===== src/rtl/hsec_pkg.sv =====
package hsec_pkg;

    localparam int NIB_W = 4;
    localparam int CW_W  = 7;
    localparam int SYN_W = 3;

    typedef logic [NIB_W-1:0] nib_t;
    typedef logic [CW_W-1:0]  cw_t;
    typedef logic [SYN_W-1:0] syn_t;

    // Bit index = codeword position - 1; parity at odd positions 1,3,5.
    function automatic cw_t hsec_encode(input nib_t d);
        cw_t c;
        c[1] = d[0];
        c[3] = d[1];
        c[5] = d[2];
        c[6] = d[3];
        c[0] = d[1] ^ d[2] ^ d[3];
        c[2] = d[0] ^ d[2] ^ d[3];
        c[4] = d[0] ^ d[1] ^ d[3];
        return c;
    endfunction

    function automatic syn_t hsec_syndrome(input cw_t c);
        syn_t s;
        s[0] = c[0] ^ c[3] ^ c[5] ^ c[6];
        s[1] = c[2] ^ c[1] ^ c[5] ^ c[6];
        s[2] = c[4] ^ c[1] ^ c[3] ^ c[6];
        return s;
    endfunction

    function automatic nib_t hsec_extract(input cw_t c);
        return {c[6], c[5], c[3], c[1]};
    endfunction

    // Column of the check matrix for bit index i: syndrome of a lone one.
    function automatic syn_t hsec_column(input int i);
        cw_t one;
        one    = '0;
        one[i] = 1'b1;
        return hsec_syndrome(one);
    endfunction

endpackage


===== src/rtl/hsec_enc_lane.sv =====
module hsec_enc_lane
    import hsec_pkg::*;
(
    input  logic [NIB_W-1:0] data_i,
    output logic [CW_W-1:0]  cw_o
);

    always_comb begin
        cw_o = hsec_encode(data_i);
    end

endmodule


===== src/rtl/hsec_dec_lane.sv =====
module hsec_dec_lane
    import hsec_pkg::*;
(
    input  logic [CW_W-1:0]  cw_i,
    output logic [NIB_W-1:0] data_o,
    output logic             err_o,
    output logic [SYN_W-1:0] syn_o
);

    logic [SYN_W-1:0] syn;
    logic [CW_W-1:0]  flip;
    logic [CW_W-1:0]  fixed;

    always_comb begin
        syn = hsec_syndrome(cw_i);
    end

    // One comparator per wire: a wire flips when its column matches.
    for (genvar i = 0; i < CW_W; i++) begin : g_flip
        always_comb begin
            flip[i] = (syn == hsec_column(i));
        end
    end

    always_comb begin
        fixed  = cw_i ^ flip;
        data_o = hsec_extract(fixed);
        err_o  = |syn;
        syn_o  = syn;
    end

endmodule


===== src/rtl/hsec_bus_codec.sv =====
module hsec_bus_codec
    import hsec_pkg::*;
#(
    parameter int LANES = 1
) (
    input  logic                   clk,
    input  logic                   rst,
    input  logic [LANES*4-1:0]     tx_data_i,
    input  logic                   tx_valid_i,
    output logic [LANES*7-1:0]     bus_o,
    output logic                   bus_valid_o,
    input  logic [LANES*7-1:0]     rx_bus_i,
    input  logic                   rx_valid_i,
    output logic [LANES*4-1:0]     rx_data_o,
    output logic                   rx_valid_o,
    output logic [LANES-1:0]       rx_err_o,
    output logic [LANES*3-1:0]     rx_syn_o
);

    localparam int DATA_W = LANES * NIB_W;
    localparam int BUS_W  = LANES * CW_W;
    localparam int SYN_A  = LANES * SYN_W;

    typedef struct packed {
        logic [BUS_W-1:0]  bus;
        logic              bus_vld;
        logic [DATA_W-1:0] data;
        logic [LANES-1:0]  err;
        logic [SYN_A-1:0]  syn;
        logic              data_vld;
    } state_t;

    state_t st_d, st_q;

    logic [BUS_W-1:0]  enc_cw;
    logic [DATA_W-1:0] dec_data;
    logic [LANES-1:0]  dec_err;
    logic [SYN_A-1:0]  dec_syn;

    for (genvar k = 0; k < LANES; k++) begin : g_lane
        hsec_enc_lane u_enc (
            .data_i (tx_data_i[k*NIB_W +: NIB_W]),
            .cw_o   (enc_cw[k*CW_W +: CW_W])
        );
        hsec_dec_lane u_dec (
            .cw_i   (rx_bus_i[k*CW_W +: CW_W]),
            .data_o (dec_data[k*NIB_W +: NIB_W]),
            .err_o  (dec_err[k]),
            .syn_o  (dec_syn[k*SYN_W +: SYN_W])
        );
    end

    always_comb begin
        st_d          = st_q;
        st_d.bus_vld  = tx_valid_i;
        st_d.data_vld = rx_valid_i;
        if (tx_valid_i) begin
            st_d.bus = enc_cw;
        end
        if (rx_valid_i) begin
            st_d.data = dec_data;
            st_d.err  = dec_err;
            st_d.syn  = dec_syn;
        end
    end

    always_ff @(posedge clk) begin
        if (rst) begin
            st_q <= '0;
        end else begin
            st_q <= st_d;
        end
    end

    assign bus_o       = st_q.bus;
    assign bus_valid_o = st_q.bus_vld;
    assign rx_data_o   = st_q.data;
    assign rx_valid_o  = st_q.data_vld;
    assign rx_err_o    = st_q.err;
    assign rx_syn_o    = st_q.syn;

endmodule


===== config.mk =====
export PLATFORM = sky130hd
export DESIGN_NAME = hsec_bus_codec
export DESIGN_NICKNAME = d
export VERILOG_FILES = /design/src/rtl/hsec_pkg.sv /design/src/rtl/hsec_enc_lane.sv /design/src/rtl/hsec_dec_lane.sv /design/src/rtl/hsec_bus_codec.sv
export SDC_FILE = /design/constraint.sdc
export NUM_CORES = 1
export LEC_CHECK = 0
export CORE_AREA = 2 2 56 48
export CTS_BUF_LIST = sky130_fd_sc_hd__clkbuf_4
export DETAILED_ROUTE_END_ITERATION = 10
export DIE_AREA = 0 0 58 50
export PLACE_DENSITY = 0.7
export SYNTH_ARGS = -nofsm -noshare
export SYNTH_HDL_FRONTEND = slang
export SYNTH_SLANG_ARGS = --single-unit

===== constraint.sdc =====
create_clock -name clk -period 2 [get_ports clk]
set_input_delay 0.5 -clock clk [delete_from_list [all_inputs] [get_ports clk]]
set_output_delay 0.5 -clock clk [all_outputs]
set_load 0.01 [all_outputs]

==> out/qor.yml <==
status:
  status: "complete, no violations"
synth:
  yosysUniqueCellTypes: 22
  synth_top_area_share_pct: 38.6
  postSynthAreaPerCell_sq_um: 9.69
  yosysTopAreaCell: "dfxtp_1"
  synth-seq-cells: 17
  synthTopCellsByArea: "dfxtp_1 39%, mux2i_1 9.1%, xnor2_1 7.9%"
  ys_warn_count: 0
  synth_cells: 91
  syn_nets: 106
  netlist_area_sq_um: 882
  ys_seq_area_share_pct: 38.6
floorplanning:
  die-area_sq_um: 2900
  die_h_um: 50
  initial_core_util_pct: 38.0
  core_area_sq_um: 2320
  die_x_um: 58
  top_level_ports: 32
  rows: 16
detailed_routing:
  firstDrtPassIters: 4
  avgViaCountPerCell: 4.94
  wirelength_mm: 1.98
  route.vias.total: 800
  remaining_drc_errors: 0
  ant_nets: 0
  wl_per_cell_um: 12.2
  dr.first_iter.drc_count: 14
sta:
  hold_slack_ns: 0.489
  period_needed_ns: 1.91
  max_freq_ghz: 0.523
  finalCritPeriodShare_pct: 95.5
  fin_tns_setup_ns: 0
  setup_violations: 0
  finalClockSkew_ns: 0
  worstMarginPinSlew_ns: 0.489
  relSlewSlack_pct: 67.3
  setup_ws_ns: 0.0893
  slew_viol_final: 0
  hold_viol_final: 0
worst_setup_path:
  arrival_ns: 2.10
  end_kind: "flip-flop"
  required_ns: 2.19
  crit_type: "in -> reg"
  critPathMaxFanout: 4
  start_kind: "input port"
pwr:
  ir_drop_mv: 0.570
  p_total_mw: 0.874
  p_per_area_nw_per_um2: 641
  p_leak_nw: 0.558
place:
  port_buffers: 31
  post-place-ws_ns: -0.284
  dp.final_hpwl_mm: 1.49
  gp_congestion: 0.837
  placed_cell_area_sq_um: 1290
final_layout:
  seq_area_sq_um: 340
  multiInputGateArea_sq_um: 549
  num-fill-cells: 214
  stdcell_area_sq_um: 1360
  antenna_cells: 0
  finalNetCount: 151
  area_delta_synth_final_pct: 54.6
  drive_above_1_share_pct: 19.3
clock_tree:
  numCtsBuffers: 3
  ctsHtreeMaxLevel: 1
  cts.sinks: 17
  clock-root-buffer: "clkbuf_4"
  clk_pin_slew_ns: 0.09
  clock_latency_ns: 0.29
  cts_hold_buf: 0
  cts_tree: "built"
  clockBufferDepth: 2
global_route:
  grt-ovfl-total: 0
  grt_usage_pct: 14.7
  grt_start_max_net_pins: 18
  grt_pass1_wl_mm: 3.26
  grt_pass1_vias: 733
  antenna_found_initial: 0
flow_run:
  cap_violations: 0
hold_path:
  hold_class: "reg -> reg"
cells by family after synthesis:
family	after synthesis	share of synthesized area [%]
buf+inv	4	1.70
mux	8	9.08
simple gates	34	17.3
xor+xnor	13	17.6
flops	17	38.6
compound gates	15	15.7
cell type report:
class | count | area share [%]
Multi-Input combinational cell | 70 | 40.3
Timing Repair Buffer | 44 | 30.1
Sequential cell | 17 | 25.0
Tap cell | 27 | 2.48
Clock buffer | 4 | 2.20
cell usage in the layout, fill, tap and decap left out, types with 2 or more instances in the layout:
| cell | synthesis | layout |
|---|---|---|
| a2111oi_2 | 3 | 3 |
| a211oi_1 | 2 | 2 |
| a21o_1 | 2 | 2 |
| a311oi_1 | 3 | 3 |
| buf_4 | 0 | 13 |
| clkbuf_4 | 0 | 4 |
| clkdlybuf4s50_1 | 0 | 30 |
| dfxtp_1 | 17 | 17 |
| mux2i_1 | 8 | 8 |
| nand2_1 | 5 | 5 |
| nand3_1 | 5 | 5 |
| nor2_1 | 15 | 15 |
| nor2b_1 | 4 | 4 |
| nor3_1 | 4 | 4 |
| o2111a_1 | 2 | 2 |
| o21ai_1 | 2 | 2 |
| xnor2_1 | 8 | 6 |
| xnor2_2 | 0 | 2 |
| xor2_2 | 1 | 2 |
cell usage after synthesis:
cell type / count
a21oi_1: 1
a2111oi_2: 3
xnor2_1: 8
a311oi_1: 3
a21o_1: 2
dfxtp_1: 17
mux2i_1: 8
nor3_1: 4
nand3_1: 5
xnor3_2: 1
buf_1: 1
nor2b_1: 4
a211oi_1: 2
xor2_2: 1
xor2_1: 2
o2111a_1: 2
o21ai_1: 2
xnor2_4: 1
nand2_1: 5
nor2_1: 15
clkbuf_1: 3
and2b_1: 1
metrics by stage:
step,utilization (%),cells
finish,58.7,162
global route,58.7,162
CTS,57.0,160
detailed placement,55.7,156
global placement,55.7,156
floorplan,-,91
sequential cells by signal (all words and copies together) (netlist names):
name and count:
rx_valid_o 1, rx_syn_o 3, bus_valid_o 1, rx_data_o 4
bus_o 7, rx_err_o 1
path summary, 6_finish.rpt:
check	startpoint	end	slack (ns)	cells past startpoint
worst max-delay path	rx_bus_i[1]	rx_data_o[2]	0.09	6
worst min-delay path	rx_data_o[3]	rx_data_o[3]	0.49	2
worst max register to register	rx_data_o[2]	rx_data_o[2]	1.22	2
worst min register to register	rx_data_o[3]	rx_data_o[3]	0.49	2
routing by layer:
layer | wire, um | vias up | global-route usage, % | share of wire (%)
li1 | - | 410 | - | -
met1 | 909 | 376 | 18.1 | 46
met2 | 979 | 12 | 24.4 | 49
met3 | 77 | 2 | 4.99 | 3.9
met4 | 15 | 0 | 3.49 | 0.76
met5 | 0 | - | 0 | 0
what timing repair did:
action / CTS / global route
setup buffers: 0 / 2
resized for setup: 0 / 4
endpoints found under the setup margin: 0 / 3
power by group:
part           internal, mW  switching, mW
Sequential            0.366         0.0126
Combinational         0.171          0.133
Clock                0.0911          0.101
Total                 0.628          0.247
critical path: stages:
cell and delay (ns):
clkdlybuf4s50_1 0.50, buf_4 0.16, xor2_2 0.23, nand3_1 0.19
a21o_1 0.24, a2111oi_2 0.28
(Power assumes the default switching activity.)
